**src/rtl/sio_irq_pkg.sv**
```systemverilog
package sio_irq_pkg;
   // interrupt source positions in the status and mask fields
   localparam int SRC_RX_OVR  = 0;
   localparam int SRC_RX_THR  = 1;
   localparam int SRC_RX_TMO  = 2;
   localparam int SRC_TX_EMP  = 3;
   localparam int SRC_TX_THR  = 4;
   localparam int SRC_MODEM   = 5;
   localparam int NUM_SRC     = 6;

   // read-back word layout
   localparam int WORD_MASK_LSB = 8;
   localparam int WORD_RXNE_BIT = 6;
   localparam int WORD_TXLV_LSB = 16;

   // control register layout
   localparam int CTL_RXTHR_LSB = 0;
   localparam int CTL_TXTHR_LSB = 8;
   localparam int CTL_TMO_LSB   = 16;
   localparam int CTL_RXRST_BIT = 24;
   localparam int CTL_TXRST_BIT = 25;

   typedef enum logic {
      REG_IRQ  = 1'b0,
      REG_CTRL = 1'b1
   } sio_reg_e;
endpackage

```
**src/rtl/sio_irq_cfg.sv**
```systemverilog
module sio_irq_cfg
   import sio_irq_pkg::*;
#(
   parameter int FIFO_DEPTH = 16,
   parameter int CNT_W      = 5,
   parameter int TMO_W      = 4
) (
   input  logic               clk,
   input  logic               rst_n,
   input  logic               reg_wr,
   input  logic               reg_addr,
   input  logic [31:0]        reg_wdata,
   output logic [NUM_SRC-1:0] mask,
   output logic [CNT_W-1:0]   rx_thr,
   output logic [CNT_W-1:0]   tx_thr,
   output logic [TMO_W-1:0]   tmo_chars,
   output logic               rx_rst,
   output logic               tx_rst
);
   localparam logic [CNT_W-1:0] THR_RST = CNT_W'(FIFO_DEPTH / 2);

   logic wr_irq, wr_ctl;
   assign wr_irq = reg_wr && (sio_reg_e'(reg_addr) == REG_IRQ);
   assign wr_ctl = reg_wr && (sio_reg_e'(reg_addr) == REG_CTRL);

   always_ff @(posedge clk) begin
      if (!rst_n) begin
         mask      <= '0;
         rx_thr    <= THR_RST;
         tx_thr    <= THR_RST;
         tmo_chars <= TMO_W'(1);
         rx_rst    <= 1'b0;
         tx_rst    <= 1'b0;
      end else begin
         rx_rst <= wr_ctl && reg_wdata[CTL_RXRST_BIT];
         tx_rst <= wr_ctl && reg_wdata[CTL_TXRST_BIT];
         if (wr_irq)
            mask <= reg_wdata[WORD_MASK_LSB +: NUM_SRC];
         if (wr_ctl) begin
            rx_thr    <= reg_wdata[CTL_RXTHR_LSB +: CNT_W];
            tx_thr    <= reg_wdata[CTL_TXTHR_LSB +: CNT_W];
            tmo_chars <= reg_wdata[CTL_TMO_LSB +: TMO_W];
         end
      end
   end

   // a reset pulse only follows a control write carrying its command bit
   a_r5_rx_rst_cause: assert property (@(posedge clk) disable iff (!rst_n)
      rx_rst |-> $past(reg_wr && reg_addr && reg_wdata[CTL_RXRST_BIT]));
   a_r5_tx_rst_cause: assert property (@(posedge clk) disable iff (!rst_n)
      tx_rst |-> $past(reg_wr && reg_addr && reg_wdata[CTL_TXRST_BIT]));
endmodule

```
**src/rtl/sio_rx_timeout.sv**
```systemverilog
module sio_rx_timeout #(
   parameter int CNT_W      = 5,
   parameter int TMO_W      = 4,
   parameter int CHAR_TICKS = 10
) (
   input  logic             clk,
   input  logic             rst_n,
   input  logic [CNT_W-1:0] rx_level,
   input  logic             rx_push,
   input  logic             rx_pop,
   input  logic             rx_rst,
   input  logic             bit_tick,
   input  logic [TMO_W-1:0] tmo_chars,
   output logic             expired
);
   localparam int LIM_W = TMO_W + $clog2(CHAR_TICKS + 1);

   logic [LIM_W-1:0] limit, cnt;
   logic             clr;

   assign limit = LIM_W'(tmo_chars) * LIM_W'(CHAR_TICKS);
   assign clr   = (rx_level == '0) || rx_push || rx_pop || rx_rst;

   always_ff @(posedge clk) begin
      if (!rst_n || clr)
         cnt <= '0;
      else if (bit_tick && (cnt < limit))
         cnt <= cnt + LIM_W'(1);
   end

   assign expired = (limit != '0) && (cnt >= limit) && !clr;
endmodule

```
**src/rtl/sio_irq_status.sv**
```systemverilog
module sio_irq_status
   import sio_irq_pkg::*;
#(
   parameter int FIFO_DEPTH = 16,
   parameter int CNT_W      = 5
) (
   input  logic               clk,
   input  logic               rst_n,
   input  logic [CNT_W-1:0]   rx_level,
   input  logic [CNT_W-1:0]   tx_level,
   input  logic               rx_push,
   input  logic               rx_rst,
   input  logic [CNT_W-1:0]   rx_thr,
   input  logic [CNT_W-1:0]   tx_thr,
   input  logic               tmo_expired,
   input  logic               modem_evt,
   output logic [NUM_SRC-1:0] status,
   output logic               rx_nempty
);
   localparam logic [CNT_W-1:0] FULL = CNT_W'(FIFO_DEPTH);

   logic [NUM_SRC-1:0] level_src;
   logic               ovr_set;

   always_comb begin
      level_src             = '0;
      level_src[SRC_RX_THR] = rx_level > rx_thr;
      level_src[SRC_RX_TMO] = tmo_expired;
      level_src[SRC_TX_EMP] = tx_level == '0;
      level_src[SRC_TX_THR] = tx_level < tx_thr;
      level_src[SRC_MODEM]  = modem_evt;
   end

   assign ovr_set = rx_push && (rx_level == FULL);

   for (genvar i = 0; i < NUM_SRC; i++) begin : g_src
      if (i == SRC_RX_OVR) begin : g_sticky
         always_ff @(posedge clk) begin
            if (!rst_n || rx_rst)
               status[i] <= 1'b0;
            else if (ovr_set)
               status[i] <= 1'b1;
         end
      end else begin : g_level
         always_ff @(posedge clk) begin
            if (!rst_n)
               status[i] <= 1'b0;
            else
               status[i] <= level_src[i];
         end
      end
   end

   always_ff @(posedge clk) begin
      if (!rst_n)
         rx_nempty <= 1'b0;
      else
         rx_nempty <= rx_level != '0;
   end

   // overrun holds until a receive FIFO reset pulse
   a_r4_ovr_sticky: assert property (@(posedge clk) disable iff (!rst_n)
      (status[SRC_RX_OVR] && !rx_rst) |=> status[SRC_RX_OVR]);
   a_r4_ovr_cause: assert property (@(posedge clk) disable iff (!rst_n)
      $rose(status[SRC_RX_OVR]) |-> $past(rx_push));
endmodule

```
**src/rtl/sio_irq_ctrl.sv**
```systemverilog
module sio_irq_ctrl
   import sio_irq_pkg::*;
#(
   parameter int FIFO_DEPTH = 16,
   parameter int TMO_W      = 4,
   parameter int CHAR_TICKS = 10,
   parameter bit IRQ_REG    = 1'b1,
   localparam int CNT_W     = $clog2(FIFO_DEPTH + 1)
) (
   input  logic             clk,
   input  logic             rst_n,
   input  logic [CNT_W-1:0] rx_level,
   input  logic [CNT_W-1:0] tx_level,
   input  logic             rx_push,
   input  logic             rx_pop,
   input  logic             bit_tick,
   input  logic             modem_evt,
   input  logic             reg_wr,
   input  logic             reg_addr,
   input  logic [31:0]      reg_wdata,
   output logic [31:0]      irq_word,
   output logic             rx_fifo_rst,
   output logic             tx_fifo_rst,
   output logic             irq
);
   if (FIFO_DEPTH < 2 || CNT_W > 8) begin : g_bad_depth
      $error("sio_irq_ctrl: FIFO_DEPTH must be 2..255");
   end
   if (TMO_W < 1 || TMO_W > 8) begin : g_bad_tmo
      $error("sio_irq_ctrl: TMO_W must be 1..8");
   end
   if (CHAR_TICKS < 1) begin : g_bad_ticks
      $error("sio_irq_ctrl: CHAR_TICKS must be positive");
   end

   logic [NUM_SRC-1:0] mask, status;
   logic [CNT_W-1:0]   rx_thr, tx_thr;
   logic [TMO_W-1:0]   tmo_chars;
   logic               rx_rst, tx_rst, tmo_expired, rx_nempty, irq_next;

   sio_irq_cfg #(
      .FIFO_DEPTH (FIFO_DEPTH),
      .CNT_W      (CNT_W),
      .TMO_W      (TMO_W)
   ) u_cfg (
      .clk       (clk),
      .rst_n     (rst_n),
      .reg_wr    (reg_wr),
      .reg_addr  (reg_addr),
      .reg_wdata (reg_wdata),
      .mask      (mask),
      .rx_thr    (rx_thr),
      .tx_thr    (tx_thr),
      .tmo_chars (tmo_chars),
      .rx_rst    (rx_rst),
      .tx_rst    (tx_rst)
   );

   sio_rx_timeout #(
      .CNT_W      (CNT_W),
      .TMO_W      (TMO_W),
      .CHAR_TICKS (CHAR_TICKS)
   ) u_tmo (
      .clk       (clk),
      .rst_n     (rst_n),
      .rx_level  (rx_level),
      .rx_push   (rx_push),
      .rx_pop    (rx_pop),
      .rx_rst    (rx_rst),
      .bit_tick  (bit_tick),
      .tmo_chars (tmo_chars),
      .expired   (tmo_expired)
   );

   sio_irq_status #(
      .FIFO_DEPTH (FIFO_DEPTH),
      .CNT_W      (CNT_W)
   ) u_status (
      .clk         (clk),
      .rst_n       (rst_n),
      .rx_level    (rx_level),
      .tx_level    (tx_level),
      .rx_push     (rx_push),
      .rx_rst      (rx_rst),
      .rx_thr      (rx_thr),
      .tx_thr      (tx_thr),
      .tmo_expired (tmo_expired),
      .modem_evt   (modem_evt),
      .status      (status),
      .rx_nempty   (rx_nempty)
   );

   assign irq_next = |(status & mask);

   if (IRQ_REG) begin : g_irq_reg
      always_ff @(posedge clk) begin
         if (!rst_n)
            irq <= 1'b0;
         else
            irq <= irq_next;
      end

      // the line reflects the masked status of the previous cycle
      a_r7_irq_source: assert property (@(posedge clk) disable iff (!rst_n)
         irq |-> $past(|(irq_word[NUM_SRC-1:0] & irq_word[WORD_MASK_LSB +: NUM_SRC])));
   end else begin : g_irq_comb
      assign irq = irq_next;
   end

   always_comb begin
      irq_word                                = '0;
      irq_word[NUM_SRC-1:0]                   = status;
      irq_word[WORD_RXNE_BIT]                 = rx_nempty;
      irq_word[WORD_MASK_LSB +: NUM_SRC]      = mask;
      irq_word[WORD_TXLV_LSB +: CNT_W]        = tx_level;
   end

   assign rx_fifo_rst = rx_rst;
   assign tx_fifo_rst = tx_rst;

   // a timeout is only reported after a cycle with data in the FIFO
   a_r6_tmo_nonempty: assert property (@(posedge clk) disable iff (!rst_n)
      irq_word[SRC_RX_TMO] |-> $past(rx_level != '0));
endmodule

```
**config.mk**
```make
export PLATFORM = sky130hd
export DESIGN_NAME = sio_irq_ctrl
export DESIGN_NICKNAME = d
export VERILOG_FILES = /design/src/rtl/sio_irq_pkg.sv /design/src/rtl/sio_irq_cfg.sv /design/src/rtl/sio_rx_timeout.sv /design/src/rtl/sio_irq_status.sv /design/src/rtl/sio_irq_ctrl.sv
export SDC_FILE = /design/constraint.sdc
export NUM_CORES = 1
export LEC_CHECK = 0
export ABC_AREA = 1
export BUFFER_PORTS_ARGS = -buffer_cell sky130_fd_sc_hd__buf_2
export CELL_PAD_IN_SITES_DETAIL_PLACEMENT = 1
export CELL_PAD_IN_SITES_GLOBAL_PLACEMENT = 1
export CORE_MARGIN = 5
export CORE_UTILIZATION = 37
export DETAILED_ROUTE_END_ITERATION = 10
export GPL_ROUTABILITY_DRIVEN = 0
export PLACE_DENSITY = 0.9
export SYNTH_ARGS = -nofsm -noshare
export SYNTH_HDL_FRONTEND = slang
export SYNTH_HIERARCHICAL = 1
export SYNTH_SLANG_ARGS = --single-unit
```
**constraint.sdc**
```tcl
create_clock -name clk -period 3.6 [get_ports clk]
set_input_delay 0 -clock clk [delete_from_list [all_inputs] [get_ports clk]]
set_output_delay 0 -clock clk [all_outputs]
set_load 0.05 [all_outputs]
```
==> Word-level counts from Yosys, hierarchy flattened <==
Cells that the tools add are included.
{ "word_totals": {"register_bits": 38, "latchBits": 0, "mem_bits_rw": 0, "mem_bits_ro": 0, "input_bits": 50, "out_inout_bits": 35, "elab_cells": 44, "mem_count": 0} }
{ "classes": {"add_sub_neg": 1, "n_mul": 1, "div_mod_pow": 0, "order_cmp": 4, "eq_ne": 1, "n_shift": 0, "mux": 0, "bitwise": 2, "n_reduce_logical": 20} }
{ "ops": {"columns": ["op", "n"], "rows": [
  ["5-bit zero test", 2],
  ["8-bit by 1-bit adder with 8-bit output, second input constant", 1],
  ["8-bit >= comparator", 1],
  ["1-bit logical AND", 8],
  ["8-bit < comparator", 1],
  ["8-bit nonzero test", 1],
  ["4-bit by 3-bit multiplier with 7-bit output, second input constant", 1],
  ["6-bit AND", 1],
  ["6-bit OR reduction", 1],
  ["5-bit equality test, second input constant", 1],
  ["5-bit > comparator", 1],
  ["1-bit logical OR", 5],
  ["5-bit < comparator", 1],
  ["5-bit nonzero test", 1],
  ["1-bit zero test", 2],
  ["1-bit NOT", 1]
]} }

==> Longest topological paths before layout <==
{ "logic_depth": {"word_depth": 6, "ltp_mapped": 15, "depth_no_buf": 14} }

==> Cells and area by module <==
Netlist, hierarchy kept.
{ "modules_own_cells": {"columns": ["mod", "instances", "cells_each", "area_per_inst_um2", "seq_area_each_um2"], "rows": [
  ["sio_irq_cfg", 1, 108, 850.8, 440.4],
  ["sio_rx_timeout", 1, 127, 824.5, 160.2],
  ["sio_irq_status", 1, 68, 476.7, 140.1],
  ["sio_irq_ctrl", 1, 35, 224.0, 20.0]
]} }

==> Least setup slack after synthesis <==
OpenSTA, ideal clock, no wires.
{ "synth_timing": {"path_type": "reg-to-reg", "startpoint": "reg u_cfg.tmo_chars[3]", "endpoint": "reg u_status.status[2]", "setup_time_ns": 0.109, "t_arrival_ns": 2.278, "t_required_ns": 3.491, "path_slack_ns": 1.213, "path_stages_with_launch": 15, "path_buffers": 1, "synth_period_minus_slack_ns": 2.387, "cell_sequence": "dfxtp_1 -> ha_1 -> ha_1 -> fa_1 -> inv_1 -> ha_1 -> nand2_1 -> nand2_1 -> a21oi_2 -> buf_6 -> nand3_1 -> nand4_1 -> inv_1 -> nand2_1 -> inv_1"} }
{ "synth_via": {"elab_chain_cells": 4, "elab_cells_between_ends": 5, "cone_classes": "mul (1); order compare (1); reduce/logical (3)"} }
{ "synth_rtl": {"columns": ["item", "line", "rtl"], "rows": [
  ["from (decl)", "sio_irq_cfg.sv:16", "output logic [TMO_W-1:0] tmo_chars,"],
  ["from (signal assigned)", "sio_irq_cfg.sv:42", "tmo_chars <= reg_wdata[CTL_TMO_LSB +: TMO_W];"],
  ["4-bit by 3-bit multiplier with 7-bit output *", "sio_rx_timeout.sv:21", "assign limit = LIM_W'(tmo_chars) * LIM_W'(CHAR_TICKS);"],
  ["8-bit >= comparator or 8-bit nonzero test (tied branches)", "sio_rx_timeout.sv:31", "assign expired = (limit != '0) && (cnt >= limit) && !clr;"],
  ["1-bit logical AND * (2 in series)", "sio_rx_timeout.sv:31", null],
  ["named net tmo_expired", "sio_irq_ctrl.sv:39", "logic rx_rst, tx_rst, tmo_expired, rx_nempty, irq_next;"],
  ["to (signal, indexed assignment)", "sio_irq_status.sv:49", "status[i] <= level_src[i];"],
  ["to (decl)", "sio_irq_status.sv:17", "output logic [NUM_SRC-1:0] status,"]
]} }
The timed path passes the listed nets; every way through them passes the cells marked *.
A chain may end at the register's enable or synchronous reset.

==> Final worst setup path <==
{ "layout_timing": {"startpoint": "reg u_cfg.tmo_chars[3]", "endpoint": "reg u_tmo.cnt[1]"} }
{ "layout_via": {"elab_chain_cells": 3} }
{ "layout_rtl": {"columns": ["item", "line", "rtl"], "rows": [
  ["4-bit by 3-bit multiplier with 7-bit output", "sio_rx_timeout.sv:21", null],
  ["8-bit < comparator", "sio_rx_timeout.sv:27", "else if (bit_tick && (cnt < limit))"],
  ["1-bit logical AND", "sio_rx_timeout.sv:27", null],
  ["to (signal assigned)", "sio_rx_timeout.sv:28", "cnt <= cnt + LIM_W'(1);"],
  ["to (decl)", "sio_rx_timeout.sv:18", "logic [LIM_W-1:0] limit, cnt;"]
]} }
No other way between the ends.

==> results.py <==
metrics = {
    "finish": {
        "design_area_mm2": 0.00286,
        "areaGrowthSynthToFinish_pct": 20.3,
        "final_net_count": 476,
        "antenna_cells": 0,
        "fill_cells": 830,
        "drive_gt1_share_pct": 21.5,
    },
    "min_path": {
        "hp-class": "input port to register",
        "hold_depth": 3,
        "hold_start": "rx_push",
    },
    "logic_synthesis": {
        "netlist_area_mm2": 0.00238,
        "ys_seq_area_share_pct": 32.0,
        "netlist.area_leader.share_pct": 32.0,
        "synth_seq_cells": 38,
        "synth-edff-count": 0,
        "ys_top_cells_by_count": "nand2_1 (69), nor2_1 (55), inv_1 (47)",
        "synth_cell_types": 32,
        "yosysWarnings": 6,
        "synthMostInstantiatedCell": "nand2_1",
        "async_flop_share_pct": 0,
        "avgSynthCellArea_um2": 7.03,
        "synthCells": 338,
        "synth_area_leaders": "dfxtp_1 (32%), ha_1 (11%), nand2_1 (11%), nor2_1 (8.7%), inv_1 (7.4%)",
        "synth_top_cell_by_area": "dfxtp_1",
        "ys.flop_type": "dfxtp_1",
    },
    "clock_network": {
        "root_buffer": "clkbuf_8",
        "ctsResizeCount": 0,
        "htreeDepth": 2,
        "cts_sinks": 38,
        "cts_tree": "built",
        "cts_buffers": 5,
        "cts_buffer_depth": 2,
        "cts_hold_buf": 19,
        "post_cts_buffers": 0,
        "path_clk_slew_ps": 80,
        "insertion_delay_ps": 290,
    },
    "power": {
        "max-vdd-ir-drop_mv": 0.243,
        "p_per_area_mw_per_mm2": 359,
        "finalPower_mw": 1.03,
        "power.leakage_nw": 1.49,
    },
    "timing": {
        "final-setup-viol-count": 0,
        "slew_violations": 0,
        "rsz0062_at_grt": "no",
        "finalHoldViolCount": 0,
        "layout_min_cycle_time_ps": 2950,
        "fin_skew_ps": 4.07,
        "clock.fmax_mhz": 339,
        "finalCritPeriodShare_pct": 81.9,
        "timing.final.ws_setup_ps": 651,
        "tns_ps": 0,
        "tightest_slew_ps": 530,
        "max-slew-margin-rel_pct": 64.7,
    },
    "route": {
        "first_iter_violations": 43,
        "wirelength_um": 6710,
        "top_layer": "met4",
        "postRouteAntennaNets": 0,
        "wl_met3_um": 268,
        "wl_met2_um": 3630,
        "firstDrtPassIters": 4,
        "wl_per_cell_um": 13.9,
        "num_vias": 2269,
        "avgViaCountPerCell": 4.71,
        "met1Wirelength_um": 2720,
        "drc": 0,
    },
    "floorplan": {
        "num_io_pins": 85,
        "die_h_um": 90.1,
        "initial_core_util_pct": 37.6,
        "coreArea_mm2": 0.00631,
        "rows": 29,
        "die_area_mm2": 0.00812,
        "die_w_um": 90.1,
    },
    "worst_setup_path": {
        "startpoint": "u_cfg/tmo_chars[3]",
        "critical_path.slowest_cell": "fa_1",
        "reg2reg_from": "u_cfg/tmo_chars[3]",
        "crit_chain": "ha_1, ha_1, fa_1, inv_1, ha_1, nand2_1, nand2_1, a21oi_2, nand3_1, nand2_1, nand2_1, nor2_1",
        "cpMostUsedCell": "nand2_1",
        "crit_path_max_fanout": 12,
        "critPathCaptureType": "register",
        "reg2regPathDepth": 12,
        "start_kind": "register",
        "cp_data_required_time_ps": 3820,
        "max_stage_delay_ps": 480,
        "critPathKind": "register to register",
        "cp.arrival_ps": 3170,
    },
    "global_route": {
        "grt_pass1_wl_um": 11200,
        "grt_max_degree": 30,
        "antenna_found_initial": 0,
        "grt_overflow_total": 0,
        "grt_pass1_vias": 2443,
        "grt_usage_pct": 16.4,
    },
    "placement": {
        "place_ws_ps": 645,
        "placed_area_mm2": 0.00257,
        "port_buffers": 55,
        "hpwl_um": 4750,
    },
    "flow_run": {
        "cap_violations": 0,
    },
    "outcome": {
        "status": "completed",
    },
}
sequential cells by signal (all words and copies together) (netlist names):
name                flops
u_tmo/cnt               8
u_cfg/rx_thr            5
u_status/status         6
u_cfg/tx_thr            5
u_cfg/rx_rst            1
u_cfg/tmo_chars         4
u_status/rx_nempty      1
u_cfg/tx_rst            1
irq                     1
u_cfg/mask              6
final cells by class:
cell class | count | area (µm²) | share of cell area (%)
Multi-Input combinational cell | 232 | 1240 | 43.3
Sequential cell | 38 | 761 | 26.6
Timing Repair Buffer | 74 | 465 | 16.3
Inverter | 53 | 204 | 7.14
Tap cell | 77 | 96.3 | 3.37
Clock buffer | 6 | 82.6 | 2.89
Clock inverter | 2 | 12.5 | 0.438
where the power goes:
group / internal (mW) / switching (mW)
sequential: 0.441 / 0.0166
combinational: 0.0790 / 0.175
clock: 0.154 / 0.161
total: 0.674 / 0.353
layer usage:
layer / vias to the layer above / GRT usage, %
met3: 10 / 3.67
met5: - / 0
met2: 55 / 31.6
li1: 1137 / -
met4: 0 / 4.34
met1: 1067 / 17.8
cells by family (layout without fill, tap and decap cells):
group | after synthesis | after routing | synth area share, %
AO/OA/AOI/OAI | 20 | 20 | 4.53
XOR/XNOR | 2 | 2 | 0.737
adder cells (fa/ha/maj) | 22 | 22 | 11.9
buffers and inverters | 81 | 135 | 18.0
flip-flops | 38 | 38 | 32.0
other | 1 | 14 | 0.158
AND/OR/NAND/NOR | 174 | 174 | 32.6
path summary, 6_finish.rpt:
| check | end | slack [ps] |
|---|---|---|
| worst max-delay path | u_tmo/cnt[1] | 650 |
| worst min-delay path | u_status/status[0] | 20 |
| worst max register to register | u_tmo/cnt[1] | 650 |
| worst min register to register | u_status/status[0] | 480 |
through the flow:
step                util [%]  std cells  hold WS [ps]
floorplan                  -        351          76.6
global placement        40.7        455           182
detailed placement      40.7        455           195
CTS                     45.3        482          2.03
global route            45.3        482          26.5
finish                  45.3        482          19.2
worst max-delay path: cells and delay by family, from the launching register on:
kind | cells | cell delay, ps
AOI/OAI and AO/OA | 1 | 450
DFF | 1 | 420
and+or+nand+nor | 6 | 710
buffers and inverters | 1 | 40
adders and majority gates | 4 | 1260
cell usage in the layout, fill, tap and decap left out, drive strengths merged, types with 9 or more instances in the layout:
cell type and instances:
dfxtp 38, inv 52, o21ai 14, nand2 73
conb 14, nand4 9, dlygate4sd3 19, nand3 18
ha 21, buf 55, nor2 66
Note: power is estimated with default switching activity, not from simulation.
